--- config.mk ---
export PLATFORM = sky130hd
export DESIGN_NAME = evt_irq_ctrl
export DESIGN_NICKNAME = d
export VERILOG_FILES = /design/src/rtl/evt_irq_pkg.sv /design/src/rtl/evt_latch_bank.sv /design/src/rtl/abort_capture.sv /design/src/rtl/reg_decode.sv /design/src/rtl/evt_irq_ctrl.sv
export SDC_FILE = /design/constraint.sdc
export NUM_CORES = 1
export LEC_CHECK = 0
export BUFFER_PORTS_ARGS = -buffer_cell sky130_fd_sc_hd__buf_4
export CAP_MARGIN = 15
export CORE_AREA = 2 2 71 73
export CTS_CLUSTER_DIAMETER = 50
export DETAILED_ROUTE_END_ITERATION = 8
export DIE_AREA = 0 0 73 75
export GPL_TIMING_DRIVEN = 0
export HOLD_SLACK_MARGIN = 0.12
export PLACE_DENSITY = 0.76
export RECOVER_POWER = 100
export SETUP_SLACK_MARGIN = 0.3
export SLEW_MARGIN = 20
export SYNTH_ARGS = -nofsm -noshare
export SYNTH_HDL_FRONTEND = slang
export SYNTH_HIERARCHICAL = 1
export SYNTH_SLANG_ARGS = --single-unit
export TNS_END_PERCENT = 10
--- constraint.sdc ---
create_clock -name clk -period 2.1 [get_ports clk]
set_input_delay 0 -clock clk [delete_from_list [all_inputs] [get_ports clk]]
set_output_delay 0 -clock clk [all_outputs]
set_load 0.03 [all_outputs]
--- src/rtl/evt_irq_pkg.sv ---
// Package: shared register map and source indices for the interrupt status unit.
// Assumes word addressing; clear registers sit in the upper half of the map.
package evt_irq_pkg;
    localparam int A_RAW    = 0;
    localparam int A_MASK   = 1;
    localparam int A_MASKED = 2;
    localparam int A_CLRALL = 3;
    localparam int A_ABORT  = 4;
    localparam int A_ACTIV  = 5;

    typedef enum int {
        SRC_RX_UNDER = 0, SRC_RX_OVER = 1, SRC_RX_FULL = 2, SRC_TX_OVER = 3,
        SRC_TX_EMPTY = 4, SRC_RD_REQ = 5, SRC_TX_ABORT = 6, SRC_RX_DONE = 7,
        SRC_ACTIVITY = 8, SRC_STOP = 9, SRC_START = 10, SRC_GCALL = 11
    } src_idx_e;
endpackage

--- src/rtl/evt_latch_bank.sv ---
// Module: per-source status latches. Bits flagged in LEVEL_MASK register the
// input level; all others are sticky, set by a pulse, cleared by a clear strobe.
// Assumes clear strobes are single-cycle; a set in the same cycle wins.
module evt_latch_bank #(
    parameter int              NUM_SRC    = 12,
    parameter logic [NUM_SRC-1:0] LEVEL_MASK = 12'h014
) (
    input  logic               clk,
    input  logic               rst_n,
    input  logic [NUM_SRC-1:0] evt_in,
    input  logic [NUM_SRC-1:0] clr_one,
    input  logic               clr_all,
    output logic [NUM_SRC-1:0] raw_q
);
    for (genvar i = 0; i < NUM_SRC; i++) begin : g_src
        logic bit_q;
        if (LEVEL_MASK[i]) begin : g_level
            // Level source: follow the threshold input one cycle later.
            always_ff @(posedge clk) begin
                if (!rst_n) bit_q <= 1'b0;
                else        bit_q <= evt_in[i];
            end
        end else begin : g_sticky
            // Sticky source: set on pulse, clear on strobe, set has priority.
            always_ff @(posedge clk) begin
                if (!rst_n)                    bit_q <= 1'b0;
                else if (evt_in[i])            bit_q <= 1'b1;
                else if (clr_one[i] || clr_all) bit_q <= 1'b0;
            end
        end
        assign raw_q[i] = bit_q;
    end
endmodule

--- src/rtl/abort_capture.sv ---
// Module: accumulates abort reason bits while the abort event pulses and
// empties the word on the abort clear strobe. Reserved bits are never stored.
module abort_capture #(
    parameter int              ABRT_W    = 13,
    parameter logic [ABRT_W-1:0] ABRT_KEEP = 13'h1EBF
) (
    input  logic              clk,
    input  logic              rst_n,
    input  logic              abort_evt,
    input  logic [ABRT_W-1:0] reason_in,
    input  logic              clr,
    output logic [ABRT_W-1:0] word_q
);
    // Capture: new reason ORs in; a simultaneous clear drops only the old bits.
    always_ff @(posedge clk) begin
        if (!rst_n)
            word_q <= '0;
        else if (abort_evt)
            word_q <= (clr ? '0 : word_q) | (reason_in & ABRT_KEEP);
        else if (clr)
            word_q <= '0;
    end
endmodule

--- src/rtl/reg_decode.sv ---
// Module: register port decode. Holds the mask register, forms read data
// combinationally and raises clear strobes on reads with side effects.
// Assumes NUM_SRC fits in the clear half of the address map.
module reg_decode
    import evt_irq_pkg::*;
#(
    parameter int NUM_SRC   = 12,
    parameter int ADDR_W    = 5,
    parameter int DATA_W    = 16,
    parameter int ABRT_W    = 13,
    parameter int ABORT_BIT = 6
) (
    input  logic               clk,
    input  logic               rst_n,
    input  logic [ADDR_W-1:0]  reg_addr,
    input  logic               reg_rd,
    input  logic               reg_wr,
    input  logic [DATA_W-1:0]  reg_wdata,
    input  logic [NUM_SRC-1:0] raw_q,
    input  logic [ABRT_W-1:0]  abort_q,
    input  logic               bus_active,
    output logic [NUM_SRC-1:0] mask_q,
    output logic [DATA_W-1:0]  reg_rdata,
    output logic [NUM_SRC-1:0] clr_one,
    output logic               clr_all,
    output logic               clr_abort
);
    localparam int IDX_W = ADDR_W - 1;

    logic             in_clr;
    logic [IDX_W-1:0] idx;
    logic             idx_ok;

    assign in_clr = reg_addr[ADDR_W-1];
    assign idx    = reg_addr[IDX_W-1:0];
    assign idx_ok = (32'(idx) < NUM_SRC);

    // Mask register: loaded only by a write to its own address.
    always_ff @(posedge clk) begin
        if (!rst_n)
            mask_q <= '0;
        else if (reg_wr && reg_addr == ADDR_W'(A_MASK))
            mask_q <= reg_wdata[NUM_SRC-1:0];
    end

    // Clear strobes: one-hot per-source clear, clear-all and abort clear.
    always_comb begin
        clr_one = '0;
        if (reg_rd && in_clr && idx_ok)
            clr_one = NUM_SRC'(1) << idx;
    end
    assign clr_all   = reg_rd && (reg_addr == ADDR_W'(A_CLRALL));
    assign clr_abort = clr_one[ABORT_BIT];

    // Read mux: value before the edge, zero when not reading.
    always_comb begin
        reg_rdata = '0;
        if (reg_rd) begin
            if (in_clr) begin
                if (idx_ok) reg_rdata = DATA_W'(raw_q[idx]);
            end else begin
                case (reg_addr)
                    ADDR_W'(A_RAW):    reg_rdata = DATA_W'(raw_q);
                    ADDR_W'(A_MASK):   reg_rdata = DATA_W'(mask_q);
                    ADDR_W'(A_MASKED): reg_rdata = DATA_W'(raw_q & mask_q);
                    ADDR_W'(A_CLRALL): reg_rdata = DATA_W'(raw_q);
                    ADDR_W'(A_ABORT):  reg_rdata = DATA_W'(abort_q);
                    ADDR_W'(A_ACTIV):  reg_rdata = DATA_W'(bus_active);
                    default:           reg_rdata = '0;
                endcase
            end
        end
    end
endmodule

--- src/rtl/evt_irq_ctrl.sv ---
// Module: top of the interrupt status unit. Latches events, applies the mask,
// drives the interrupt line and captures the abort reason word.
// Assumes events arrive as one-cycle pulses, except the level sources.
module evt_irq_ctrl #(
    parameter int NUM_SRC   = 12,
    parameter int ADDR_W    = 5,
    parameter int DATA_W    = 16,
    parameter int ABRT_W    = 13,
    parameter int ABORT_BIT = 6,
    parameter logic [NUM_SRC-1:0] LEVEL_MASK = 12'h014,
    parameter logic [ABRT_W-1:0]  ABRT_KEEP  = 13'h1EBF
) (
    input  logic               clk,
    input  logic               rst_n,
    input  logic [NUM_SRC-1:0] evt_in,
    input  logic [ABRT_W-1:0]  abort_reason,
    input  logic               bus_active,
    input  logic [ADDR_W-1:0]  reg_addr,
    input  logic               reg_rd,
    input  logic               reg_wr,
    input  logic [DATA_W-1:0]  reg_wdata,
    output logic [DATA_W-1:0]  reg_rdata,
    output logic               irq
);
    logic [NUM_SRC-1:0] raw_q;
    logic [NUM_SRC-1:0] mask_q;
    logic [ABRT_W-1:0]  abort_q;
    logic [NUM_SRC-1:0] clr_one;
    logic               clr_all;
    logic               clr_abort;

    evt_latch_bank #(.NUM_SRC(NUM_SRC), .LEVEL_MASK(LEVEL_MASK)) u_bank (
        .clk(clk), .rst_n(rst_n), .evt_in(evt_in), .clr_one(clr_one),
        .clr_all(clr_all), .raw_q(raw_q)
    );

    abort_capture #(.ABRT_W(ABRT_W), .ABRT_KEEP(ABRT_KEEP)) u_abort (
        .clk(clk), .rst_n(rst_n), .abort_evt(evt_in[ABORT_BIT]),
        .reason_in(abort_reason), .clr(clr_abort), .word_q(abort_q)
    );

    reg_decode #(.NUM_SRC(NUM_SRC), .ADDR_W(ADDR_W), .DATA_W(DATA_W),
                 .ABRT_W(ABRT_W), .ABORT_BIT(ABORT_BIT)) u_dec (
        .clk(clk), .rst_n(rst_n), .reg_addr(reg_addr), .reg_rd(reg_rd),
        .reg_wr(reg_wr), .reg_wdata(reg_wdata), .raw_q(raw_q), .abort_q(abort_q),
        .bus_active(bus_active), .mask_q(mask_q), .reg_rdata(reg_rdata),
        .clr_one(clr_one), .clr_all(clr_all), .clr_abort(clr_abort)
    );

    // Interrupt line: any enabled status bit.
    assign irq = |(raw_q & mask_q);
endmodule

# [Word level (Yosys, flattened, before mapping)]
# Index checks and enable logic that the tools add are counted.
[classes] addsub=0 n_mul=0 div_mod_pow=0 magnitude_cmp=2 n_eq_ne=5 shifts=1 n_mux=29 bitwise=3 reduce_logical=27
[op_table] cell="$pmux 16 s5" count=1
[op_table] cell="$mux 16" count=2
[op_table] cell="$mux 13" count=2
[op_table] cell="$and 12x12->12" count=2
[op_table] cell="$mux 1" count=22
[op_table] cell="$reduce_bool 2->1" count=10
[op_table] cell="$or 13x13->13" count=1
[op_table] cell="$mux 12" count=1
[op_table] cell="$reduce_or 12->1" count=1
[op_table] cell="$shl 1x4->12 const A" count=1
[op_table] cell="$eq 5x2->1 const B" count=2
[op_table] cell="$eq 5x3->1 const B" count=2
[op_table] cell="$logic_or 1x1->1" count=10
[op_table] cell="$eq 5x1->1 const B" count=1
[op_table] cell="$logic_not 5->1" count=1
[op_table] cell="$lt 4x5->1 const B" count=1
[op_table] cell="$bmux 1 s4" count=1
[op_table] cell="$logic_and 1x1->1" count=4
[op_table] cell="$lt 4x4->1 const B" count=1
[op_table] cell="$reduce_or 2->1" count=1
[totals] register_bits=37 latch_bits=0 ramBits=0 mem_bits_ro=0 output_inout_bits=17 memories=0

# [Logic depth before layout (Yosys ltp)]
# Gate-level depths: netlist of the first run.
[depth] word_depth=6 ltp_mapped=7 mapped_depth_nobuf=5

# [Cells and area by module]
# Netlist of the first run, hierarchy kept.
[modules_own_cells] module="reg_decode" instances=1 cells_per_inst=147 area_per_inst_um2=1092.3 seq_area_each_um2=240.2
[modules_own_cells] module="abort_capture" instances=1 cells_per_inst=50 area_per_inst_um2=565.5 seq_area_each_um2=220.2
[modules_own_cells] module="evt_latch_bank" instances=1 cells_per_inst=48 area_per_inst_um2=559.3 seq_area_each_um2=240.2
[modules_own_cells] module="evt_irq_ctrl" instances=1 cells_per_inst=7 area_per_inst_um2=76.3 seq_area_each_um2=0.0

# [Least setup slack after synthesis of the first run]
# No wires, ideal clock.
[synth_path] kind="register to output" start="register u_bank.g_src[3].bit_q" end="output port reg_rdata[0]" arrival_ns=1.701 setup_slack_ns=0.399 stages_incl_launch_ff=6 n_path_buf=1 path_cell_list="dfxtp_1 > buf_4 > mux4_1 > nor2b_1 > or4_1 > a32oi_1"
[synth_via] elab_chain_len=5
[synth_rtl] item="from (decl)" line="evt_latch_bank.sv:16" text="logic bit_q;"
[synth_rtl] item="from (signal assigned)" line="evt_latch_bank.sv:26" text="if (!rst_n) bit_q <= 1'b0;"
[synth_rtl] item="from (signal assigned)" line="evt_latch_bank.sv:27" text="else if (evt_in[i]) bit_q <= 1'b1;"
[synth_rtl] item="from (signal assigned)" line="evt_latch_bank.sv:28" text="else if (clr_one[i] || clr_all) bit_q <= 1'b0;"
[synth_rtl] item="$bmux 1 s4" line="reg_decode.sv:60" text="if (idx_ok) reg_rdata = DATA_W'(raw_q[idx]);"
[synth_rtl] item="$mux 1 (implied by the code)" line="reg_decode.sv:60"
[synth_rtl] item="$mux 1" line="reg_decode.sv:60"
[synth_rtl] item="$mux 16" line="reg_decode.sv:59" text="if (in_clr) begin"
[synth_rtl] item="$mux 16" line="reg_decode.sv:58" text="if (reg_rd) begin"
[synth_rtl] item="to (decl)" line="evt_irq_ctrl.sv:22" text="output logic [DATA_W-1:0] reg_rdata,"
# No other way between the ends. The select of a mux whose other input is x is not followed.

# [Worst setup path after layout of the first run]
[layout_path] start="input port reg_addr[4]" end="output port reg_rdata[7]"
[layout_via] elab_chain_len=5 word_cells_on_any_way=10 classes_between="eq/ne: 5; mux: 3; reduce/logical: 2"
[layout_rtl] item="from (decl)" line="evt_irq_ctrl.sv:18" text="input logic [ADDR_W-1:0] reg_addr,"
[layout_rtl] item="$eq 5x2->1 / $logic_not 5->1 (equally long branches)" line="reg_decode.sv:62" text="case (reg_addr)"
[layout_rtl] item="$reduce_or 2->1 (no source line)"
[layout_rtl] item="$pmux 16 s5" line="reg_decode.sv:62"
[layout_rtl] item="$mux 16 (*)" line="reg_decode.sv:59"
[layout_rtl] item="$mux 16 (*)" line="reg_decode.sv:58"
# Mark *: on every way between the ends. The rest lies on a longest branch, timed or not.

==> metrics.yaml, run 1 <==
status: "complete, no violations"
rr_worst_depth: 3
grt_pass1_wl_um: 9850
ant_nets: 0
cts.clk_slew.worst_paths_ns: 0.07
hp-class: "in -> reg"
fmax_mhz: 538
crit_type: "in -> out"
finalHoldViolCount: 0
routed_via_density: 5.47
num_io_pins: 68
holdPathEnd: "u_dec/mask_q[7]"
min-delay-start: "reg_wr"
clock_skew_ns: 0
power_leakage_nw: 1.23
drt-total-wl_um: 6190
maxCapViolCount: 0
start_util: 0.490
syn_inst: 250
wl_met3_um: 323
regArea_um2: 707
numCtsBuffers: 5
crit_fanout: 10
postSynthAreaPerCell_um2: 9.14
numPortBuffers: 55
layout_worst_path_cycle_share: 0.885
num_rows: 25
slew_headroom: 0.641
wire_per_inst_um: 14.9
wl_met1_um: 2730
dr_wl_met2_um: 2980
whs_path_depth: 4
cts_max_level: 2
crit_family: "buffers and inverters"
worstPathRequired_ns: 2.10
grt_antenna_before_repair: 0
p_per_area_nw_per_um2: 491
cts_tree: "built"
fillers: 409
worstPathCellList: "clkbuf_1 -> nor2_1 -> nor4b_2 -> buf_4 -> a22oi_1 -> a21oi_1 -> clkbuf_1"
r2r_slack_ns: 0.88
antenna_cells: 0
crit_arrival_ns: 1.86
rr_startpoint: "u_abort/word_q[9]"
drive_above_1_share: 0.305
cts_root_buf: "clkbuf_8"
multi_input_area_um2: 1230
r2r-end: "u_abort/word_q[9]"
cp_num_buf_inv: 3
cp_slowest_cell: "nor4b_2"
tightest_slew_ns: 0.537
remaining_drc_errors: 0
period_needed_ns: 1.86
rsz0062_at_grt: "true"
via_count: 2270
clk_latency_ns: 0.28
drt_pass1_iterations: 4
fp.dieW_um: 73
cp_common_cell: "clkbuf_1"
final_util: 0.680
tns_ns: 0
cts_sinks: 35
setup_viol: 0
clk_path_buf_depth: 2
nNetsFinal: 412
grtUsageTotal: 0.238
die_y_um: 75
area_growth_pct: 38.7
cpPeakStageDelay_ns: 0.51
cp-start-kind: "input pin"
yosysWarnings: 6
endpoint_kind: "output port"
maxSlewViolCount: 0
hpwl_um: 4380
globalplace.congestion: 0.841
cp_num_cells: 7
gr-total-overflow: 0
post-place-ws_ns: 0.512
first_iter_violations: 110
irDropWorstVdd_mv: 0.266
coreArea_um2: 4660
grt_max_degree: 11
timing.final.ws_setup_ns: 0.241
grt_pass1_vias: 2186
synth_area_um2: 2280
floorplan.die_area_um2: 5480
topRoutingLayerUsed: "met4"
-- power by group --
part | switching, W | internal, W
Clock | 0.000232 | 0.000257
Combinational | 0.000144 | 0.000203
Sequential | 0.0000225 | 0.000698
-- tightest hold or removal path: stages --
cell	delay, ns
buf_4	0.10
nand4_1	0.13
nand2_1	0.09
a21boi_0	0.06
-- sequential cells by signal, summed over array words and instances (netlist names) --
name / flops
u_abort/word_q: 11
u_bank/g_src.bit_q: 12
u_dec/mask_q: 12
-- cell type report --
cell class / count / share of cell area
clock inverters: 1 / 0.00158
inverters: 1 / 0.00118
well taps: 54 / 0.0213
plain buffers: 38 / 0.0774
repair buffers: 101 / 0.261
clock buffers: 6 / 0.0261
flip-flops and latches: 35 / 0.223
multi-input cells: 179 / 0.388
-- placed cells by master (no fill, tap or decap), types with 4 or more instances in the layout --
cell and instances:
buf_4 65, dlygate4sd3_1 41, dfxtp_1 30, nand2_1 24
clkbuf_1 19, nand3_1 14, a21boi_0 13, a21oi_1 12
nand2b_1 11, a21boi_2 10, o21a_1 10, o211ai_1 10
a22oi_1 10, nor3b_1 9, nor2_1 9, buf_2 7
clkbuf_8 6, conb_1 5, buf_6 5, dfxtp_2 5
and2_1 4, nor3_1 4
-- metrics by stage --
stage | total power, W | hold slack (ns) | cell area (um2) | instances
final | 0.00156 | 0.144 | 3170 | 415
after global routing | 0.00163 | 0.149 | 3170 | 415
after CTS | 0.00158 | 0.138 | 3330 | 415
after detailed placement | 0.00102 | 0.214 | 2780 | 362
after global placement | 0.00102 | 0.208 | 2780 | 362
after floorplan | 0.000915 | 0.122 | 2300 | 253
-- how the worst max path moves through the flow --
stage          slack (ns)           end                  start
2_1_floorplan        0.40  reg_rdata[0]  u_bank/g_src[3].bit_q
3_5_place_dp         0.51  reg_rdata[0]  u_bank/g_src[5].bit_q
5_1_grt              0.13  reg_rdata[6]            reg_addr[0]
3_3_place_gp         0.48  reg_rdata[0]  u_bank/g_src[5].bit_q
4_1_cts              0.30  reg_rdata[0]  u_bank/g_src[6].bit_q
6_report             0.24  reg_rdata[7]            reg_addr[4]
-- timing repair --
action	4_1_cts	5_1_grt
buffers inserted	5	0
gates cloned	0	0
gates resized for setup	11	2
hold buffers	41	0
pin swaps	2	0
setup endpoints to repair	1	2
endpoints found under the hold margin	35	0
-- routing by layer --
layer  vias to the layer above  GRT usage
met4                         0      0.101
met1                      1064      0.296
met2                        81      0.393
met5                         -          0
met3                        17     0.0589
li1                       1108          -
No activity file was read; power rests on OpenSTA's default activity.
==> run 2: changes to the inputs <==
==> constraint.sdc (replaced) <==
create_clock -name clk -period 2.1 [get_ports clk]
set_input_delay 0 -clock clk [delete_from_list [all_inputs] [get_ports clk]]
set_output_delay 0 -clock clk [all_outputs]
set_load 0.02 [all_outputs]
==> run 2 against run 1 <==
  * Flip-flop and latch count is the same
  * Non-clock buffer count shrank 1
  * Cell count shrank 0.24%
  * Clock power is essentially flat
  * Combinational power shrank 2%
  * Critical endpoint is now reg_rdata[0]
  * Highest routed layer unchanged
==> metrics.yaml, run 2 (synthesized netlist as in run 1, its figures left out) <==
status: "complete, no violations"
crit_family: "simple AND/OR/NAND/NOR gates"
cts_root_buf: "clkbuf_8"
timing.final.ws_setup_ns: 0.201  # -0.0404 ns
endpoint_kind: "output port"
tns_ns: 0  # unchanged
cpPeakStageDelay_ns: 0.51  # about the same
cts_sinks: 35  # unchanged
floorplan.die_area_um2: 5480  # unchanged
finalHoldViolCount: 0  # unchanged
rsz0062_at_grt: "true"
period_needed_ns: 1.90  # +0.0404 ns
p_per_area_nw_per_um2: 492  # about the same
routed_via_density: 5.42  # -0.95%
rr_startpoint: "u_abort/word_q[9]"
power_leakage_nw: 1.21  # -1.2%
post-place-ws_ns: 0.531  # +0.0191 ns
grt_max_degree: 11  # unchanged
fmax_mhz: 527  # -2.1%
numPortBuffers: 55  # unchanged
clk_path_buf_depth: 2  # unchanged
clk_latency_ns: 0.28  # about the same
top_regs: "u_bank/g_src.bit_q (12), u_dec/mask_q (12), u_abort/word_q (11)"
area_growth_pct: 38.1
grt_antenna_before_repair: 0  # unchanged
wire_per_inst_um: 14.8  # -0.84%
grt_pass1_vias: 2184  # -0.091%
seqPwrFrac: 0.464  # about the same
fillers: 415  # +1.5%
min-delay-start: "reg_wr"
cp_num_buf_inv: 2  # -1
hpwl_um: 4380  # unchanged
globalplace.congestion: 0.841  # unchanged
setup_viol: 0  # unchanged
dp.cells: 362  # unchanged
ant_nets: 0  # unchanged
remaining_drc_errors: 0  # unchanged
drt-total-wl_um: 6120  # -1.1%
swShare: 0.255  # -0.00114
cts.clk_slew.worst_paths_ns: 0.07  # about the same
grt_pass1_wl_um: 9820  # -0.28%
crit_type: "reg -> out"
crit_fanout: 3  # -7
nNetsFinal: 411  # -0.24%
gr-total-overflow: 0  # unchanged
layout_worst_path_cycle_share: 0.904  # +0.0192
num_io_pins: 68  # unchanged
via_count: 2243  # -1.2%
clock_skew_ns: 0  # unchanged
die_y_um: 75  # unchanged
numCtsBuffers: 5  # unchanged
drt_pass1_iterations: 4  # unchanged
maxSlewViolCount: 0  # unchanged
internal_power_w: 0.00116  # -0.26%
crit_start: "u_bank/g_src[6].bit_q"
start_util: 0.490  # unchanged
layout_common_cells: "buf_4 (62), dlygate4sd3_1 (41), dfxtp_1 (30)"
coreArea_um2: 4660  # unchanged
maxCapViolCount: 0  # unchanged
grtUsageTotal: 0.237  # -0.000563
drive_above_1_share: 0.294  # -0.0103
power_switching_w: 0.000395  # -0.86%
crit_arrival_ns: 1.90  # +0.04 ns
layout_commonest_cell: "buf_4"
antenna_cells: 0  # unchanged
worstPathRequired_ns: 2.10  # about the same
first_iter_violations: 120  # +9.1%
final_cells: 414  # -0.24%
worstPathCellList: "buf_4 -> and2_1 -> a211oi_1 -> or4_1 -> a32oi_1 -> clkbuf_1"
hp-class: "in -> reg"
cts_max_level: 2  # unchanged
cp_slowest_cell: "or4_1"
clkPwrFrac: 0.316  # +0.002
fp.dieW_um: 73  # unchanged
irDropWorstVdd_mv: 0.266  # +0.10%
p_comb_frac: 0.219  # -0.004
cp-start-kind: "register"
num_rows: 25  # unchanged
cts_tree: "built"
run 2: cell types whose count changed in the layout (fill, tap and decap cells not counted), sizes merged:
cell / change
clkbuf: +3
buf: -4
run 2: cell type report:
class	count	area, um2	share of cell area
clock inverter	1	5.00	0.00159
sequential	35	707	0.224
tap	54	67.6	0.0214
multi-input combinational	179	1240	0.393
timing repair buffer	100	812	0.257
inverter	1	3.75	0.00119
buffer	38	238	0.0754
clock buffer	6	82.6	0.0262
run 2: path summary, 6_finish.rpt:
path / to / slack (ns) / cells after the start
setup / recovery: reg_rdata[0] / 0.20 / 6
hold / removal: u_dec/mask_q[7] / 0.15 / 4
setup reg to reg: u_abort/word_q[9] / 0.89 / 3
hold reg to reg: u_abort/word_q[12] / 0.49 / 2
run 2: layer usage:
metal,share of wire,wire (um),track usage
met1,0.43,2650,0.294
met2,0.48,2930,0.395
met3,0.066,402,0.0589
met4,0.022,136,0.0967
met5,0,0,0
run 2: worst register-to-register path: stages, from the launching register on:
cell,delay (ns)
dfxtp_1,0.36
nand2b_1,0.06
a21boi_0,0.16
dlygate4sd3_1,0.57
run 2: power groups by stage:
stage,Combinational (W),Sequential (W),Clock [W]
final,0.000340,0.000720,0.000490
after global placement,0.000278,0.000735,0
after global routing,0.000366,0.000723,0.000530
after floorplan,0.000182,0.000729,0
after detailed placement,0.000283,0.000736,0
after CTS,0.000353,0.000724,0.000499
run 2: through the flow:
stage          area, um2  hold WS, ns  power [W]   util
3_3_place_gp        2780        0.208    0.00101  0.596
2_1_floorplan       2300        0.122   0.000911      -
6_report            3150        0.146    0.00155  0.677
4_1_cts             3320        0.138    0.00158  0.713
3_5_place_dp        2780        0.214    0.00102  0.596
5_1_grt             3150        0.149    0.00162  0.677
run 2: timing repair:
action / CTS / global route
hold buffers: 41 / 0
setup buffers: 4 / 0
resized for setup: 10 / 2
endpoints found under the hold margin: 35 / 0
setup endpoints to repair: 1 / 2
pin swaps: 2 / 0
